File: src/rtl/fpv_trap_pkg.sv
package fpv_trap_pkg;
  localparam int LVL_W = 2;
  localparam int CLS_W = 6;
  localparam int MODE_W = 2;

  typedef logic [LVL_W-1:0]  lvl_t;
  typedef logic [CLS_W-1:0]  cls_t;
  typedef logic [MODE_W-1:0] mode_t;

  localparam lvl_t LVL_USR = 2'd0;
  localparam lvl_t LVL_KRN = 2'd1;
  localparam lvl_t LVL_HYP = 2'd2;
  localparam lvl_t LVL_MON = 2'd3;

  localparam cls_t CLS_UNCAT = 6'h00;
  localparam cls_t CLS_FPV   = 6'h07;

  typedef struct packed {
    logic trap;
    lvl_t tgt;
    cls_t cls;
    logic cond;
  } verdict_t;
endpackage

File: src/rtl/fpv_rst_sync.sv
module fpv_rst_sync #(
  parameter int STAGES = 2
) (
  input  logic clk_i,
  input  logic rst_ni,
  output logic rst_sync_no
);
  logic [STAGES-1:0] shift_q;

  always_ff @(posedge clk_i or negedge rst_ni) begin
    if (!rst_ni) shift_q <= '0;
    else         shift_q <= {shift_q[STAGES-2:0], 1'b1};
  end

  assign rst_sync_no = shift_q[STAGES-1];
endmodule

File: src/rtl/fpv_gate_krn.sv
module fpv_gate_krn
  import fpv_trap_pkg::*;
(
  input  lvl_t  cur_lvl_i,
  input  mode_t mode_i,
  input  logic  in_host_i,
  output logic  block_o
);
  logic in_scope;

  assign in_scope = ((cur_lvl_i == LVL_USR) || (cur_lvl_i == LVL_KRN)) && !in_host_i;

  always_comb begin
    block_o = 1'b0;
    if (in_scope) begin
      case (mode_i)
        2'b01:   block_o = (cur_lvl_i == LVL_USR);
        2'b11:   block_o = 1'b0;
        default: block_o = 1'b1;
      endcase
    end
  end
endmodule

File: src/rtl/fpv_gate_hyp.sv
module fpv_gate_hyp
  import fpv_trap_pkg::*;
#(
  parameter bit HAS_HOST_EXT = 1'b1
) (
  input  lvl_t  cur_lvl_i,
  input  mode_t mode_i,
  input  logic  block_bit_i,
  input  logic  host_ext_i,
  input  logic  guest_route_i,
  input  logic  hyp_on_i,
  output logic  block_o
);
  logic in_scope;

  assign in_scope = hyp_on_i && (cur_lvl_i != LVL_MON);

  generate
    if (HAS_HOST_EXT) begin : g_ext
      logic mode_block;
      always_comb begin
        case (mode_i)
          2'b01:   mode_block = (cur_lvl_i == LVL_USR) && guest_route_i;
          2'b11:   mode_block = 1'b0;
          default: mode_block = !((cur_lvl_i == LVL_KRN) && guest_route_i);
        endcase
      end
      assign block_o = in_scope && (host_ext_i ? mode_block : block_bit_i);
    end else begin : g_plain
      assign block_o = in_scope && block_bit_i;
    end
  endgenerate
endmodule

File: src/rtl/fpv_arbiter.sv
module fpv_arbiter
  import fpv_trap_pkg::*;
(
  input  logic     krn_block_i,
  input  logic     hyp_block_i,
  input  logic     mon_block_i,
  input  logic     hyp_on_i,
  input  logic     guest_route_i,
  output verdict_t verdict_o
);
  logic divert;

  assign divert = hyp_on_i && guest_route_i;

  always_comb begin
    verdict_o = '0;
    if (krn_block_i) begin
      if (divert) begin
        verdict_o.trap = 1'b1;
        verdict_o.tgt  = LVL_HYP;
        verdict_o.cls  = CLS_UNCAT;
        verdict_o.cond = 1'b0;
      end else begin
        verdict_o.trap = 1'b1;
        verdict_o.tgt  = LVL_KRN;
        verdict_o.cls  = CLS_FPV;
        verdict_o.cond = 1'b1;
      end
    end else if (hyp_block_i) begin
      verdict_o.trap = 1'b1;
      verdict_o.tgt  = LVL_HYP;
      verdict_o.cls  = CLS_FPV;
      verdict_o.cond = 1'b1;
    end else if (mon_block_i) begin
      verdict_o.trap = 1'b1;
      verdict_o.tgt  = LVL_MON;
      verdict_o.cls  = CLS_FPV;
      verdict_o.cond = 1'b1;
    end
  end
endmodule

File: src/rtl/fpv_trap_gate.sv
module fpv_trap_gate
  import fpv_trap_pkg::*;
#(
  parameter bit HAS_HOST_EXT = 1'b1,
  parameter int SYNC_STAGES  = 2
) (
  input  logic       clk_i,
  input  logic       rst_ni,
  input  logic       req_i,
  input  logic [1:0] cur_lvl_i,
  input  logic [1:0] krn_mode_i,
  input  logic [1:0] hyp_mode_i,
  input  logic       hyp_block_i,
  input  logic       mon_block_i,
  input  logic       host_ext_i,
  input  logic       guest_route_i,
  input  logic       hyp_on_i,
  input  logic       mon_here_i,
  input  logic       in_host_i,
  output logic       verdict_vld_o,
  output logic       trap_o,
  output logic [1:0] tgt_lvl_o,
  output logic [5:0] exc_cls_o,
  output logic       cond_incl_o
);
  logic     rst_sync_n;
  logic     krn_blk, hyp_blk, mon_blk;
  verdict_t verdict_w, verdict_d, verdict_q;
  logic     vld_d, vld_q;

  fpv_rst_sync #(.STAGES(SYNC_STAGES)) u_rst_sync (
    .clk_i       (clk_i),
    .rst_ni      (rst_ni),
    .rst_sync_no (rst_sync_n)
  );

  fpv_gate_krn u_krn (
    .cur_lvl_i (cur_lvl_i),
    .mode_i    (krn_mode_i),
    .in_host_i (in_host_i),
    .block_o   (krn_blk)
  );

  fpv_gate_hyp #(.HAS_HOST_EXT(HAS_HOST_EXT)) u_hyp (
    .cur_lvl_i     (cur_lvl_i),
    .mode_i        (hyp_mode_i),
    .block_bit_i   (hyp_block_i),
    .host_ext_i    (host_ext_i),
    .guest_route_i (guest_route_i),
    .hyp_on_i      (hyp_on_i),
    .block_o       (hyp_blk)
  );

  assign mon_blk = mon_here_i && mon_block_i;

  fpv_arbiter u_arb (
    .krn_block_i   (krn_blk),
    .hyp_block_i   (hyp_blk),
    .mon_block_i   (mon_blk),
    .hyp_on_i      (hyp_on_i),
    .guest_route_i (guest_route_i),
    .verdict_o     (verdict_w)
  );

  // next state: capture on request, hold otherwise
  always_comb begin
    vld_d     = req_i;
    verdict_d = verdict_q;
    if (req_i) verdict_d = verdict_w;
  end

  always_ff @(posedge clk_i or negedge rst_sync_n) begin
    if (!rst_sync_n) begin
      vld_q     <= 1'b0;
      verdict_q <= '0;
    end else begin
      vld_q     <= vld_d;
      verdict_q <= verdict_d;
    end
  end

  assign verdict_vld_o = vld_q;
  assign trap_o        = verdict_q.trap;
  assign tgt_lvl_o     = verdict_q.tgt;
  assign exc_cls_o     = verdict_q.cls;
  assign cond_incl_o   = verdict_q.cond;

  AST_VALID_AFTER_REQ: assert property (@(posedge clk_i) disable iff (!rst_sync_n)
    req_i |=> verdict_vld_o);

  AST_HOLD_WHEN_IDLE: assert property (@(posedge clk_i) disable iff (!rst_sync_n)
    !req_i |=> (!verdict_vld_o && $stable(trap_o) && $stable(tgt_lvl_o)
                && $stable(exc_cls_o) && $stable(cond_incl_o)));

  AST_QUIET_WHEN_OPEN: assert property (@(posedge clk_i) disable iff (!rst_sync_n)
    !trap_o |-> (tgt_lvl_o == LVL_USR && exc_cls_o == CLS_UNCAT && !cond_incl_o));

  AST_UNCAT_IS_DIVERTED: assert property (@(posedge clk_i) disable iff (!rst_sync_n)
    (trap_o && exc_cls_o == CLS_UNCAT) |-> (tgt_lvl_o == LVL_HYP && !cond_incl_o));

  AST_FPV_CARRIES_COND: assert property (@(posedge clk_i) disable iff (!rst_sync_n)
    (trap_o && exc_cls_o == CLS_FPV) |-> cond_incl_o);

  AST_MON_AT_TOP_LEVEL: assert property (@(posedge clk_i) disable iff (!rst_sync_n)
    (req_i && cur_lvl_i == LVL_MON && mon_here_i && mon_block_i)
      |=> (trap_o && tgt_lvl_o == LVL_MON));

  AST_KRN_OUT_OF_SCOPE: assert property (@(posedge clk_i) disable iff (!rst_sync_n)
    (req_i && cur_lvl_i == LVL_HYP && !hyp_on_i && !(mon_here_i && mon_block_i))
      |=> !trap_o);

  AST_TRAP_NEVER_USR: assert property (@(posedge clk_i) disable iff (!rst_sync_n)
    trap_o |-> (tgt_lvl_o != LVL_USR));
endmodule

File: config.mk
export PLATFORM = sky130hd
export DESIGN_NAME = fpv_trap_gate
export DESIGN_NICKNAME = d
export VERILOG_FILES = /design/src/rtl/fpv_trap_pkg.sv /design/src/rtl/fpv_rst_sync.sv /design/src/rtl/fpv_gate_krn.sv /design/src/rtl/fpv_gate_hyp.sv /design/src/rtl/fpv_arbiter.sv /design/src/rtl/fpv_trap_gate.sv
export SDC_FILE = /design/constraint.sdc
export NUM_CORES = 1
export LEC_CHECK = 0
export ABC_CLOCK_PERIOD_IN_PS = 1400
export BUFFER_PORTS_ARGS = -buffer_cell sky130_fd_sc_hd__buf_4
export CAP_MARGIN = 25
export CELL_PAD_IN_SITES_DETAIL_PLACEMENT = 1
export CELL_PAD_IN_SITES_GLOBAL_PLACEMENT = 1
export CORE_MARGIN = 4
export CORE_UTILIZATION = 27
export CTS_CLUSTER_DIAMETER = 50
export DETAILED_ROUTE_END_ITERATION = 7
export HOLD_SLACK_MARGIN = 0.02
export PLACE_DENSITY = 0.79
export SYNTH_ARGS = -nofsm -noshare
export SYNTH_HDL_FRONTEND = slang
export SYNTH_SLANG_ARGS = --single-unit
File: constraint.sdc
create_clock -name clk_i -period 1.4 [get_ports clk_i]
set_input_delay 0.28 -clock clk_i [delete_from_list [all_inputs] [get_ports clk_i]]
set_output_delay 0.28 -clock clk_i [all_outputs]
set_load 0.02 [all_outputs]
Yosys cells after proc, flatten, opt, wreduce, memory -nomap -nowiden
Index checks and enable logic that the tools add are counted.

word-level totals
  output and inout bits = 11
  bits in registers = 13

cells by class
  eq/ne operators = 6
  multiplexer cells = 8
  reductions and logical operators = 11

operators by type and width
  cell                                                             number
  10-bit 2-to-1 mux                                                3
  9-bit 2-to-1 mux                                                 1
  1-bit logical AND                                                7
  2-bit by 1-bit == test with 1-bit output, second input constant  3
  2-bit == test, second input constant                             2
  1-bit case mux with 2 select lines                               2
  1-bit zero test                                                  2
  2-bit zero test                                                  1
  1-bit 2-to-1 mux                                                 2
  2-bit != test, second input constant                             1
  1-bit logical OR                                                 1

Logic depth before layout (Yosys ltp)
  depth after elaboration = 8
  depth in mapped cells = 4
  depth with buffers taken out = 4

Modules after synthesis
A second synthesis with hierarchy kept.

unflattened totals
  cell total of the unflattened synthesis = 47
  area total of the unflattened synthesis = 648.1 µm²

modules (own cells, without submodules)
  module         cells an instance  area an instance (µm²)  instances  seq. area each (µm²)
  fpv_trap_gate  23                 442.9                   1          275.3
  fpv_arbiter    14                 90.1                    1          0.0
  fpv_rst_sync   3                  53.8                    1          50.0
  fpv_gate_hyp   5                  43.8                    1          0.0
  fpv_gate_krn   2                  17.5                    1          0.0

Worst setup path before layout
No wires, ideal clock.

  path kind = input to register
  start point = input port hyp_mode_i[1]
  end point = register verdict_q, in the netlist exc_cls_o[1]
  arrival time = 1.015 ns
  slack = 0.314 ns
  path buffers = 0
  data required time = 1.328 ns
  stages = 4
  cells stage by stage = nor4b_2 > o221ai_1 > o2111a_1 > nor2_1

between the ends
  word-level cells in the longest chain between the ends = 6
  elaborated cells on any way between the ends = 7
  those cells by class = eq/ne (2); mux (4); reduce/logical (1)

RTL lines
  element                                                                           line                 source
  start, declared                                                                   fpv_trap_gate.sv:12  input logic [1:0] hyp_mode_i,
  2-bit == test / 2-bit by 1-bit == test with 1-bit output (equally long branches)  fpv_gate_hyp.sv:22   case (mode_i)
  1-bit case mux with 2 select lines *                                              fpv_gate_hyp.sv:22
  1-bit 2-to-1 mux *                                                                fpv_gate_hyp.sv:28   assign block_o = in_scope && (host_ext_i ? mode_block : block_bit_i);
  1-bit logical AND *                                                               fpv_gate_hyp.sv:28
  10-bit 2-to-1 mux *                                                               fpv_arbiter.sv:29    end else if (hyp_block_i) begin
  10-bit 2-to-1 mux *                                                               fpv_arbiter.sv:17    if (krn_block_i) begin
  end signal, assigned                                                              fpv_trap_gate.sv:78  verdict_q <= verdict_d;
  end, declared                                                                     fpv_trap_gate.sv:28  verdict_t verdict_w, verdict_d, verdict_q;

Every way passes the cells marked *; elsewhere a longest branch is shown, timed or not.
A chain may end at the register's enable or synchronous reset.

==> impl_results.md <==
- Reg2Reg Depth: 2
- Capture point of the worst reg-to-reg path: exc_cls_o[1]
- Wirelength per Cell: 12.47 um
- Clk pin slew, worst setup/hold paths: 0.05 ns
- Syn Inst Count: 39
- Initial Util: 28.63%
- Sw power: 0.1708 mW
- Wire length of the first global-routing pass: 1.435 mm
- Cell area after synthesis: 367.9 um^2
- Seq/Total Area, Yosys: 47.62%
- Met1 usage: 10.86%
- H-tree depth: 1
- Final WS setup: 0.2717 ns
- Yosys cell types: 17
- Worst IR drop on VDD: 0.4305 mV
- Vias: 328
- CTS sink cnt: 7
- Starting DRC count in detailed routing: 1
- Top cells by area, synth: dfrtp_1, buf_4, nand2_1, nor2_1, nor4b_2
- Critical path class: register to output port
- Max stage delay on crit path: 0.42 ns
- Worst r2r src: exc_cls_o[1]
- Via/cell ratio: 4.260
- YS warnings: 0
- CTS tree: done
- Tcrit/Tclk final: 80.60%
- Vias in the first global route: 335
- Setup crit start kind: register
- Hold Buf Count CTS: 1
- Post-cts resize count: 0
- Initial antenna violation count: 0
- Gr usage total: 9.992%
- Total gr overflow: 0
- Levels on crit path: 1
- CP top delay family: flip-flops
- Final setup viols: 0
- Worst reg-to-reg setup slack: 0.64 ns
- Hold WC Path Type: register to asynchronous set/reset pin
- Detail Route Antenna Nets: 0
- Critical-path top delay cell: dfrtp_1
- Final Wtd Congestion: 0.6774
- Crit path time final: 1.128 ns
- # IOs: 27
- Die footprint: 0.002017 mm^2
- Net Sw Frac: 29.42%
- Busiest grt layer: met2
- Syn Area/Cell: 9.432 um^2
- Lkg Pwr: 0.2747 nW
- Drt total wl: 960 um
- Cell at the root of the clock tree: clkbuf_4
- Largest net degree at the start of global routing: 10
- Internal power: 0.4098 mW
- Comb pwr share: 28.5%
- Required @ worst endpoint: 1.12 ns
- Area Overhead vs Synth: 50.68%
- Row Count: 13
- Share of layout cells above drive strength 1: 43.55%
- M3 GR Usage: 2.789%
- Setup bufs post-CTS: 0
- IO buf count: 23
- MaxCap Viol Count: 0
- Yosys top cell by area: dfrtp_1
- Final hold violation count: 0
- #FFs+latches synth: 7
- Worst Skew: 0.005542 ns
- Fill count: 162
- Worst-Skew Late Latency: 0.25 ns
- Max FO, Critical Path: 5
- Cts bufs inserted: 3
- Met2 Use GR: 16.62%
- Reg power frac: 40.8%
- Pre-CTS setup slack: 0.09083 ns
- Setup repair after global routing missed its margin: false
- Post-route DRC: 0
- Max Slew Vio Count: 0
- DRT Pass-1 Iters: 2
- Pwr per Cell Area: 1047 mW/mm^2
- Outcome: finished, final reports clean
- Achievable Freq: 886.3 MHz
- Area share of the largest cell type after synthesis: 47.62%
- Nets@finish: 79
- Crit path capture: exc_cls_o[0]
- Final Core Density: 43.14%
- Die H: 44.91 um
- ANT cells: 0
- Clock share of power: 30.7%
- Core area: 0.001285 mm^2
- CTS Buffer Depth: 2
- Die W: 44.91 um
- Buf+Inv Stages, Crit Path: 1
- CP startpoint: exc_cls_o[1]
- Crit-path cells: buf_4
- Dpl hpwl: 821 um
- Setup TNS: 0 ns
- Critical path capture point type: output port
- Critical Path AT: 0.85 ns
-- power groups by stage --
stage,Sequential [mW],Clock (mW),Combinational [mW]
CTS,0.237,0.188,0.168
global placement,0.240,0,0.162
floorplan,0.257,0,0.0780
detailed placement,0.241,0,0.165
finish,0.237,0.178,0.165
global route,0.240,0.198,0.178
-- layer usage --
layer  part of all wire, %  vias to the layer above
met5                     0                        -
met4                     0                        0
met3                   5.8                        0
met2                    56                        9
met1                    38                      147
li1                      -                      172
-- flip-flops by register name, summed over array words and instances (netlist names) --
name,cells
tgt_lvl_o,2
u_rst_sync.shift_q,2
exc_cls_o,1
trap_o,1
verdict_vld_o,1
-- worst min path at each step --
stage | from | endpoint | slack (ns) | cells after the start
finish | u_rst_sync.shift_q[1] | tgt_lvl_o[0] | 0.08 | 0
global route | u_rst_sync.shift_q[1] | tgt_lvl_o[0] | 0.10 | 0
CTS | u_rst_sync.shift_q[1] | exc_cls_o[1] | 0.09 | 0
detailed placement | rst_ni | u_rst_sync.shift_q[0] | 0.06 | 1
global placement | rst_ni | u_rst_sync.shift_q[0] | 0.06 | 1
floorplan | rst_ni | u_rst_sync.shift_q[0] | -0.02 | 0
-- cell usage after synthesis --
cell type / count
a2bb2oi_1: 1
and3b_1: 1
buf_4: 6
clkbuf_1: 1
conb_1: 2
dfrtp_1: 7
inv_1: 1
nand2_1: 5
nand3_1: 1
nor2_1: 5
nor4b_2: 1
o2111a_1: 1
o211ai_1: 1
o21a_1: 1
o21ai_0: 2
o221ai_1: 1
o22ai_1: 2
-- cell type report --
| class | instances | area [um^2] | share of cell area, % |
|---|---|---|---|
| Timing Repair Buffer | 24 | 182.7 | 32.96 |
| Sequential cell | 7 | 175.2 | 31.60 |
| Tap cell | 15 | 18.77 | 3.386 |
| Inverter | 1 | 3.754 | 0.6772 |
| Multi-Input combinational cell | 26 | 147.6 | 26.64 |
| Clock buffer | 4 | 26.28 | 4.740 |
-- through the flow --
| step | hold slack [ns] | power (mW) | cell area [um^2] | std cells |
|---|---|---|---|---|
| 5_1_grt | 0.1009 | 0.6163 | 554.3 | 77 |
| 3_3_place_gp | 0.06285 | 0.4016 | 518.0 | 72 |
| 3_5_place_dp | 0.06371 | 0.4062 | 518.0 | 72 |
| 4_1_cts | 0.08617 | 0.5935 | 554.3 | 77 |
| 6_report | 0.07739 | 0.5806 | 554.3 | 77 |
| 2_1_floorplan | -0.01559 | 0.3355 | 375.4 | 41 |
-- cells by family (layout without fill, tap and decap cells) --
kind of cell    count (synthesis)  after routing  synth area share (%)
compound gates                  9              9                 18.03
flops                           7              7                 47.62
buf+inv                         8             29                 14.28
simple gates                   13             13                 18.03
other cells                     2              4                 2.042
-- placed cells by master (no fill, tap or decap), drive strengths merged, types with 2 or more instances in the layout --
master	netlist	layout
buf	6	23
o22ai	2	2
o21ai	2	2
dfrtp	7	7
clkbuf	1	4
nor2	5	5
nand2	5	5
conb	2	4
(Power assumes the default switching activity.)
